$ cat config.mk
export PLATFORM = sky130hd
export DESIGN_NAME = core_test_wrapper
export DESIGN_NICKNAME = d
export VERILOG_FILES = /design/src/rtl/wrap_pkg.sv /design/src/rtl/wrap_mode_dec.sv /design/src/rtl/wrap_scan_ctl.sv /design/src/rtl/wrap_bcell.sv /design/src/rtl/wrap_route.sv /design/src/rtl/core_test_wrapper.sv
export SDC_FILE = /design/constraint.sdc
export NUM_CORES = 1
export LEC_CHECK = 0
export BUFFER_PORTS_ARGS = -buffer_cell sky130_fd_sc_hd__clkbuf_2
export CAP_MARGIN = 20
export CORE_AREA = 2 2 39 41
export DETAILED_ROUTE_END_ITERATION = 8
export DIE_AREA = 0 0 41 43
export GPL_TIMING_DRIVEN = 0
export PLACE_DENSITY = 0.55
export SLEW_MARGIN = 10
export SYNTH_ARGS = -nofsm -noshare
export SYNTH_HDL_FRONTEND = slang
export SYNTH_SLANG_ARGS = --single-unit
$ cat constraint.sdc
create_clock -name wck -period 2 [get_ports wck]
set_clock_uncertainty 0.15 [all_clocks]
set_input_delay 0.2 -clock wck [delete_from_list [all_inputs] [get_ports wck]]
set_output_delay 0.2 -clock wck [all_outputs]
set_load 0.01 [all_outputs]
$ cat src/rtl/wrap_pkg.sv
package wrap_pkg;

  // Mode codes carried on the two static select pins
  typedef enum logic [1:0] {
    WM_FUNC = 2'b00,
    WM_EXT  = 2'b01,
    WM_INT  = 2'b10,
    WM_RSVD = 2'b11
  } wmode_e;

  // Cells per functional bit: one facing the input, one facing the output
  localparam int CELLS_PER_BIT = 2;

endpackage

$ cat src/rtl/wrap_mode_dec.sv
module wrap_mode_dec
  import wrap_pkg::*;
(
  input  logic [1:0] mode_pins,
  output logic       is_ext,
  output logic       is_int,
  output logic       is_rsvd
);

  wmode_e mode;
  assign mode = wmode_e'(mode_pins);

  always_comb begin
    is_ext  = 1'b0;
    is_int  = 1'b0;
    is_rsvd = 1'b0;
    unique case (mode)
      WM_EXT:  is_ext  = 1'b1;
      WM_INT:  is_int  = 1'b1;
      WM_RSVD: is_rsvd = 1'b1;
      default: ;
    endcase
  end

endmodule

$ cat src/rtl/wrap_scan_ctl.sv
module wrap_scan_ctl (
  input  logic clk,
  input  logic rst_n,
  input  logic se_n,
  output logic shift_en,
  output logic upd_en
);

  // Remembers whether the previous edge was a shifting edge
  logic was_shift;

  always_ff @(posedge clk or negedge rst_n) begin
    if (!rst_n) was_shift <= 1'b0;
    else        was_shift <= ~se_n;
  end

  assign shift_en = ~se_n;
  assign upd_en   = se_n & was_shift;

endmodule

$ cat src/rtl/wrap_bcell.sv
module wrap_bcell (
  input  logic clk,
  input  logic rst_n,
  input  logic shift_en,
  input  logic cap_en,
  input  logic upd_en,
  input  logic scan_d,
  input  logic cap_d,
  output logic sh_q,
  output logic upd_q
);

  always_ff @(posedge clk or negedge rst_n) begin
    if (!rst_n)        sh_q <= 1'b0;
    else if (shift_en) sh_q <= scan_d;
    else if (cap_en)   sh_q <= cap_d;
  end

  always_ff @(posedge clk or negedge rst_n) begin
    if (!rst_n)      upd_q <= 1'b0;
    else if (upd_en) upd_q <= sh_q;
  end

endmodule

$ cat src/rtl/wrap_route.sv
module wrap_route #(
  parameter int DATA_W = 1
) (
  input  logic              is_ext,
  input  logic              is_int,
  input  logic [DATA_W-1:0] sys_in,
  input  logic [DATA_W-1:0] core_obs,
  input  logic [DATA_W-1:0] in_upd,
  input  logic [DATA_W-1:0] out_upd,
  output logic [DATA_W-1:0] sys_out,
  output logic [DATA_W-1:0] core_drv
);

  always_comb begin
    if (is_ext)      sys_out = out_upd;
    else if (is_int) sys_out = '0;
    else             sys_out = core_obs;
  end

  always_comb begin
    if (is_int)      core_drv = in_upd;
    else if (is_ext) core_drv = '0;
    else             core_drv = sys_in;
  end

endmodule

$ cat src/rtl/core_test_wrapper.sv
module core_test_wrapper
  import wrap_pkg::*;
#(
  parameter int DATA_W = 1
) (
  input  logic              wck,
  input  logic              wrst_n,
  input  logic [1:0]        mode_sel,
  input  logic [DATA_W-1:0] sys_in,
  output logic [DATA_W-1:0] sys_out,
  output logic [DATA_W-1:0] core_drv,
  input  logic [DATA_W-1:0] core_obs,
  input  logic              bnd_si,
  output logic              bnd_so,
  input  logic              bnd_se_n,
  output logic              mode_bad
);

  localparam int CHAIN_LEN = CELLS_PER_BIT * DATA_W;

  logic is_ext, is_int, is_rsvd;
  logic shift_en, upd_en;
  logic [CHAIN_LEN-1:0] sh, upd, cap_d, cap_en, scan_d;
  logic [DATA_W-1:0] in_upd, out_upd;

  wrap_mode_dec u_dec (
    .mode_pins (mode_sel),
    .is_ext    (is_ext),
    .is_int    (is_int),
    .is_rsvd   (is_rsvd)
  );

  wrap_scan_ctl u_ctl (
    .clk      (wck),
    .rst_n    (wrst_n),
    .se_n     (bnd_se_n),
    .shift_en (shift_en),
    .upd_en   (upd_en)
  );

  generate
    for (genvar i = 0; i < CHAIN_LEN; i++) begin : g_cell
      if (i == 0) begin : g_head
        assign scan_d[i] = bnd_si;
      end else begin : g_link
        assign scan_d[i] = sh[i-1];
      end

      if (i < DATA_W) begin : g_in
        // Input-facing cell: observes the functional input
        assign cap_d[i]  = sys_in[i];
        assign cap_en[i] = ~is_int;
        assign in_upd[i] = upd[i];
      end else begin : g_out
        // Output-facing cell: observes the core output
        assign cap_d[i]           = core_obs[i-DATA_W];
        assign cap_en[i]          = ~is_ext;
        assign out_upd[i-DATA_W]  = upd[i];
      end

      wrap_bcell u_cell (
        .clk      (wck),
        .rst_n    (wrst_n),
        .shift_en (shift_en),
        .cap_en   (cap_en[i]),
        .upd_en   (upd_en),
        .scan_d   (scan_d[i]),
        .cap_d    (cap_d[i]),
        .sh_q     (sh[i]),
        .upd_q    (upd[i])
      );
    end
  endgenerate

  wrap_route #(.DATA_W(DATA_W)) u_route (
    .is_ext   (is_ext),
    .is_int   (is_int),
    .sys_in   (sys_in),
    .core_obs (core_obs),
    .in_upd   (in_upd),
    .out_upd  (out_upd),
    .sys_out  (sys_out),
    .core_drv (core_drv)
  );

  assign bnd_so   = bnd_se_n ? 1'b0 : sh[CHAIN_LEN-1];
  assign mode_bad = is_rsvd;

endmodule

# Word-level counts from Yosys, hierarchy flattened
# Index checks and enable logic that the tools add are counted.
# word_totals
output_inout_bits	4
regBits	5
input_bits	8
elab_cells	24
# classes
muxes	12
n_eq_ne	5
bitwise	2
# op_table
operator	n
2-to-1 mux 1 bit	12
equality test 2 bit, second input constant	2
!= test 2 bit, second input constant	2
equality test 2 x 1 -> 1 bit, second input constant	1
AND 1 bit	1
inverter 1 bit	1

# Depth between registers and ports, before layout
# logic_depth
depth_word	4
ltp_mapped	3
ltp_nobuf	2

# By module
# Synthesis repeated with hierarchy kept, for this count alone.
# unflattened
hier_cells	27
area_unflattened_um2	280.3
# modules_own_cells
mod	instances	area_each_um2	cells_per_inst	seq_area_each_um2
wrap_bcell	2	83.8	6	50.0
wrap_scan_ctl	1	35.0	3	25.0
wrap_route	1	33.8	6	0.0
wrap_mode_dec	1	22.5	3	0.0
core_test_wrapper	1	21.3	3	0.0

# Worst setup path before layout
# Ideal clock, no wire load.
# synth_path
path_kind	register to output
startpoint	register g_cell[0].u_cell.upd_q
endpoint	output port core_drv
n_path_buf	0
t_required_ns	1.650
stages_incl_launch_ff	3
arrival_time_ns	0.862
slack_ns	0.788
path_cell_list	dfrtp_1 -> mux2_4 -> a22o_1
# synth_between
elab_chain_cells	1
# synth_rtl
item	line	rtl
start, declared	wrap_bcell.sv:10	output logic upd_q
start signal, assigned	wrap_bcell.sv:21	else if (upd_en) upd_q <= sh_q;
2-to-1 mux 1 bit	wrap_route.sv:21	if (is_int) core_drv = in_upd;
end, declared	core_test_wrapper.sv:11	output logic [DATA_W-1:0] core_drv,
# Every way passes these cells.

# Worst setup path after layout
# Same ends and word-level chain as after synthesis.

==> results.cfg <==
[status]
status = finished clean

[worst_hold_path]
hold_path.class = input port to flip-flop

[worst_setup_path]
critPathTopFamily = flip-flops
critPathCaptureType = output pin
crit_required_ns = 1.65
path_buf_inv = 1
cp-start-kind = flip-flop
crit_arrival_ns = 1.22
crit_chain = mux2_4 -> a22o_1 -> clkbuf_2
worstSetupPathType = flip-flop to output pin
worstPathMaxFanout = 2
slowest_stage = dfrtp_1
max_stage_delay_ns = 0.37

[timing]
finalCriticalPeriod_ns = 1.57
slew_headroom = 0.892
worstMarginPinSlew_ns = 0.161
setup_viol = 0
drv_slew = 0
setup_tns_ns = 0
rsz0062_at_grt = false
min_period_over_period = 0.785
finalHoldViolCount = 0
clock.fmax_mhz = 637

[synth]
synth_nets = 36
netlist_area_um2 = 298
synthXorXnorAreaFrac = 0.0294
synth_mux_area_frac = 0.126
synth-compound-area-share = 0.109
ys_ff_latch = 5
synth_cell_types = 16
yosys.area_share.simple = 0.248
synth_area_per_cell_um2 = 10.6
seq_area_frac_synth = 0.420
synth_cells = 28
synth_top_family_by_area = simple AND/OR/NAND/NOR gates
yosys_warnings = 0
synthAdderAreaFrac = 0

[power]
pwr-share-comb = 0.207
intPower_mw = 0.224
leakage_nw = 0.189
power_density_nw_per_um2 = 740
p_seq_frac = 0.411
p_sw_frac = 0.240
switchingPower_mw = 0.0708
max-vdd-ir-drop_mv = 0.290
clkPwrFrac = 0.382

[layout]
final-seq-area_um2 = 125
mostFrequentLayoutCell = clkbuf_2
fill_cells = 152
final_cell_mix = clkbuf_2 (9), dfrtp_1 (5), nand2_1 (3), clkbuf_4 (3)
multiInputGateArea_um2 = 153
fin_area_um2 = 399
num-nets-final = 51
syn_to_final_growth_pct = 34.0
drive_gt1_frac = 0.452
diodes = 0

[floorplanning]
start_util = 0.215
core_area_um2 = 1380
die_area_um2 = 1760
die_w_um = 41
rows = 14
ios = 12
die_h_um = 43

[detailed_routing]
drt_iter0_markers = 4
ant_nets = 0
drcViolationCount = 0
wire_per_inst_um = 9.98
route.final.wire_length_um = 579
vias = 245
via_per_inst = 4.22
first_pass_iters = 3

[clock_tree]
clk_pin_slew_ns = 0.04
cts_setup_buffers = 0
clockRootBuffer = clkbuf_4
tritoncts = built
clk_latency_ns = 0.24
h-tree-depth = 1
clockBufferDepth = 2
numCtsBuffers = 3
cts.sinks = 5

[place]
portBuffers = 9
gp_congestion = 0.686
place_area_um2 = 363
dp.final_hpwl_um = 444

[global_routing]
grt_pass1_vias = 233
grt_start_max_net_pins = 10
globalRouteOverflowTotal = 0
grt_pass1_wl_um = 993
track_usage = 0.0859
antenna_found_initial = 0

[job]
drv_cap = 0
worst reg2reg max path, delay by kind of cell, from the launching register on:
kind / cells / cell delay [ns]
flops: 1 / 0.35
mux: 1 / 0.34
simple gates: 1 / 0.10
registers in the layout (all words and copies together), names as in the netlist:
signal and flops:
u_ctl.was_shift 1, g_cell.u_cell.upd_q 2, g_cell.u_cell.sh_q 2
power groups by stage:
stage	clock (mW)	combinational (mW)	sequential [mW]
floorplan	0	0.0402	0.121
finish	0.113	0.0610	0.121
global route	0.125	0.0686	0.123
CTS	0.119	0.0624	0.121
detailed placement	0	0.0609	0.123
global placement	0	0.0594	0.123
logic make-up (layout without fill, tap and decap cells):
| kind of cell | Yosys count | after routing |
|---|---|---|
| buf+inv | 3 | 17 |
| compound gates | 4 | 4 |
| flops | 5 | 5 |
| mux | 3 | 3 |
| xor+xnor | 1 | 1 |
| simple gates | 12 | 12 |
synthesized netlist by cell type:
master	instances	area, um^2
inv_1	1	3.75
mux2_2	2	22.5
xnor2_1	1	8.76
nand4b_1	2	17.5
nand2b_1	2	12.5
nand2_1	3	11.3
nor2_1	1	3.75
buf_2	1	5.00
dfrtp_1	5	125
a22o_1	2	17.5
nor2b_1	2	12.5
buf_6	1	11.3
and2_2	1	7.51
o211ai_1	2	15.0
nor2b_2	1	8.76
mux2_4	1	15.0
layout make-up:
| cell class | count | share of cell area |
|---|---|---|
| buffer | 2 | 0.0408 |
| tap | 16 | 0.0502 |
| timing repair buffer | 10 | 0.138 |
| clock buffer | 4 | 0.0658 |
| multi-input combinational | 20 | 0.382 |
| inverter | 1 | 0.00940 |
| sequential | 5 | 0.313 |
path summary, 6_finish.rpt:
| kind | start | endpoint | slack (ns) | cells past startpoint |
|---|---|---|---|---|
| max | g_cell[0].u_cell.upd_q | core_drv | 0.43 | 3 |
| min | bnd_se_n | u_ctl.was_shift | 0.06 | 2 |
| max reg2reg | u_ctl.was_shift | g_cell[0].u_cell.upd_q | 0.95 | 2 |
| min reg2reg | g_cell[1].u_cell.upd_q | g_cell[1].u_cell.upd_q | 0.36 | 1 |
| max in group asynchronous | wrst_n | g_cell[1].u_cell.upd_q | 1.41 | 2 |
| min in group asynchronous | wrst_n | g_cell[0].u_cell.sh_q | 0.16 | 2 |
metal layers:
metal	up-vias	GRT usage	routed length, um
met3	2	0	32
met1	111	0.121	270
met2	7	0.103	265
met4	0	0.100	10
met5	-	0	0
li1	125	-	-
through the flow:
step           instances  power (mW)  hold WS (ns)  utilization  worst slack (ns)
2_1_floorplan         28       0.161        -0.246            -             0.788
3_3_place_gp          53       0.182        -0.130        0.262             0.692
3_5_place_dp          53       0.184        -0.128        0.262             0.675
4_1_cts               58       0.303        0.0445        0.288             0.414
5_1_grt               58       0.317        0.0564        0.288             0.379
6_report              58       0.295        0.0559        0.288             0.430
repair_timing:
item / in CTS / in global routing
hold endpoints to repair: 5 / 0
resized for setup: 0 / 0
hold buffers: 1 / 0
Power figures use the tool's default switching activity.
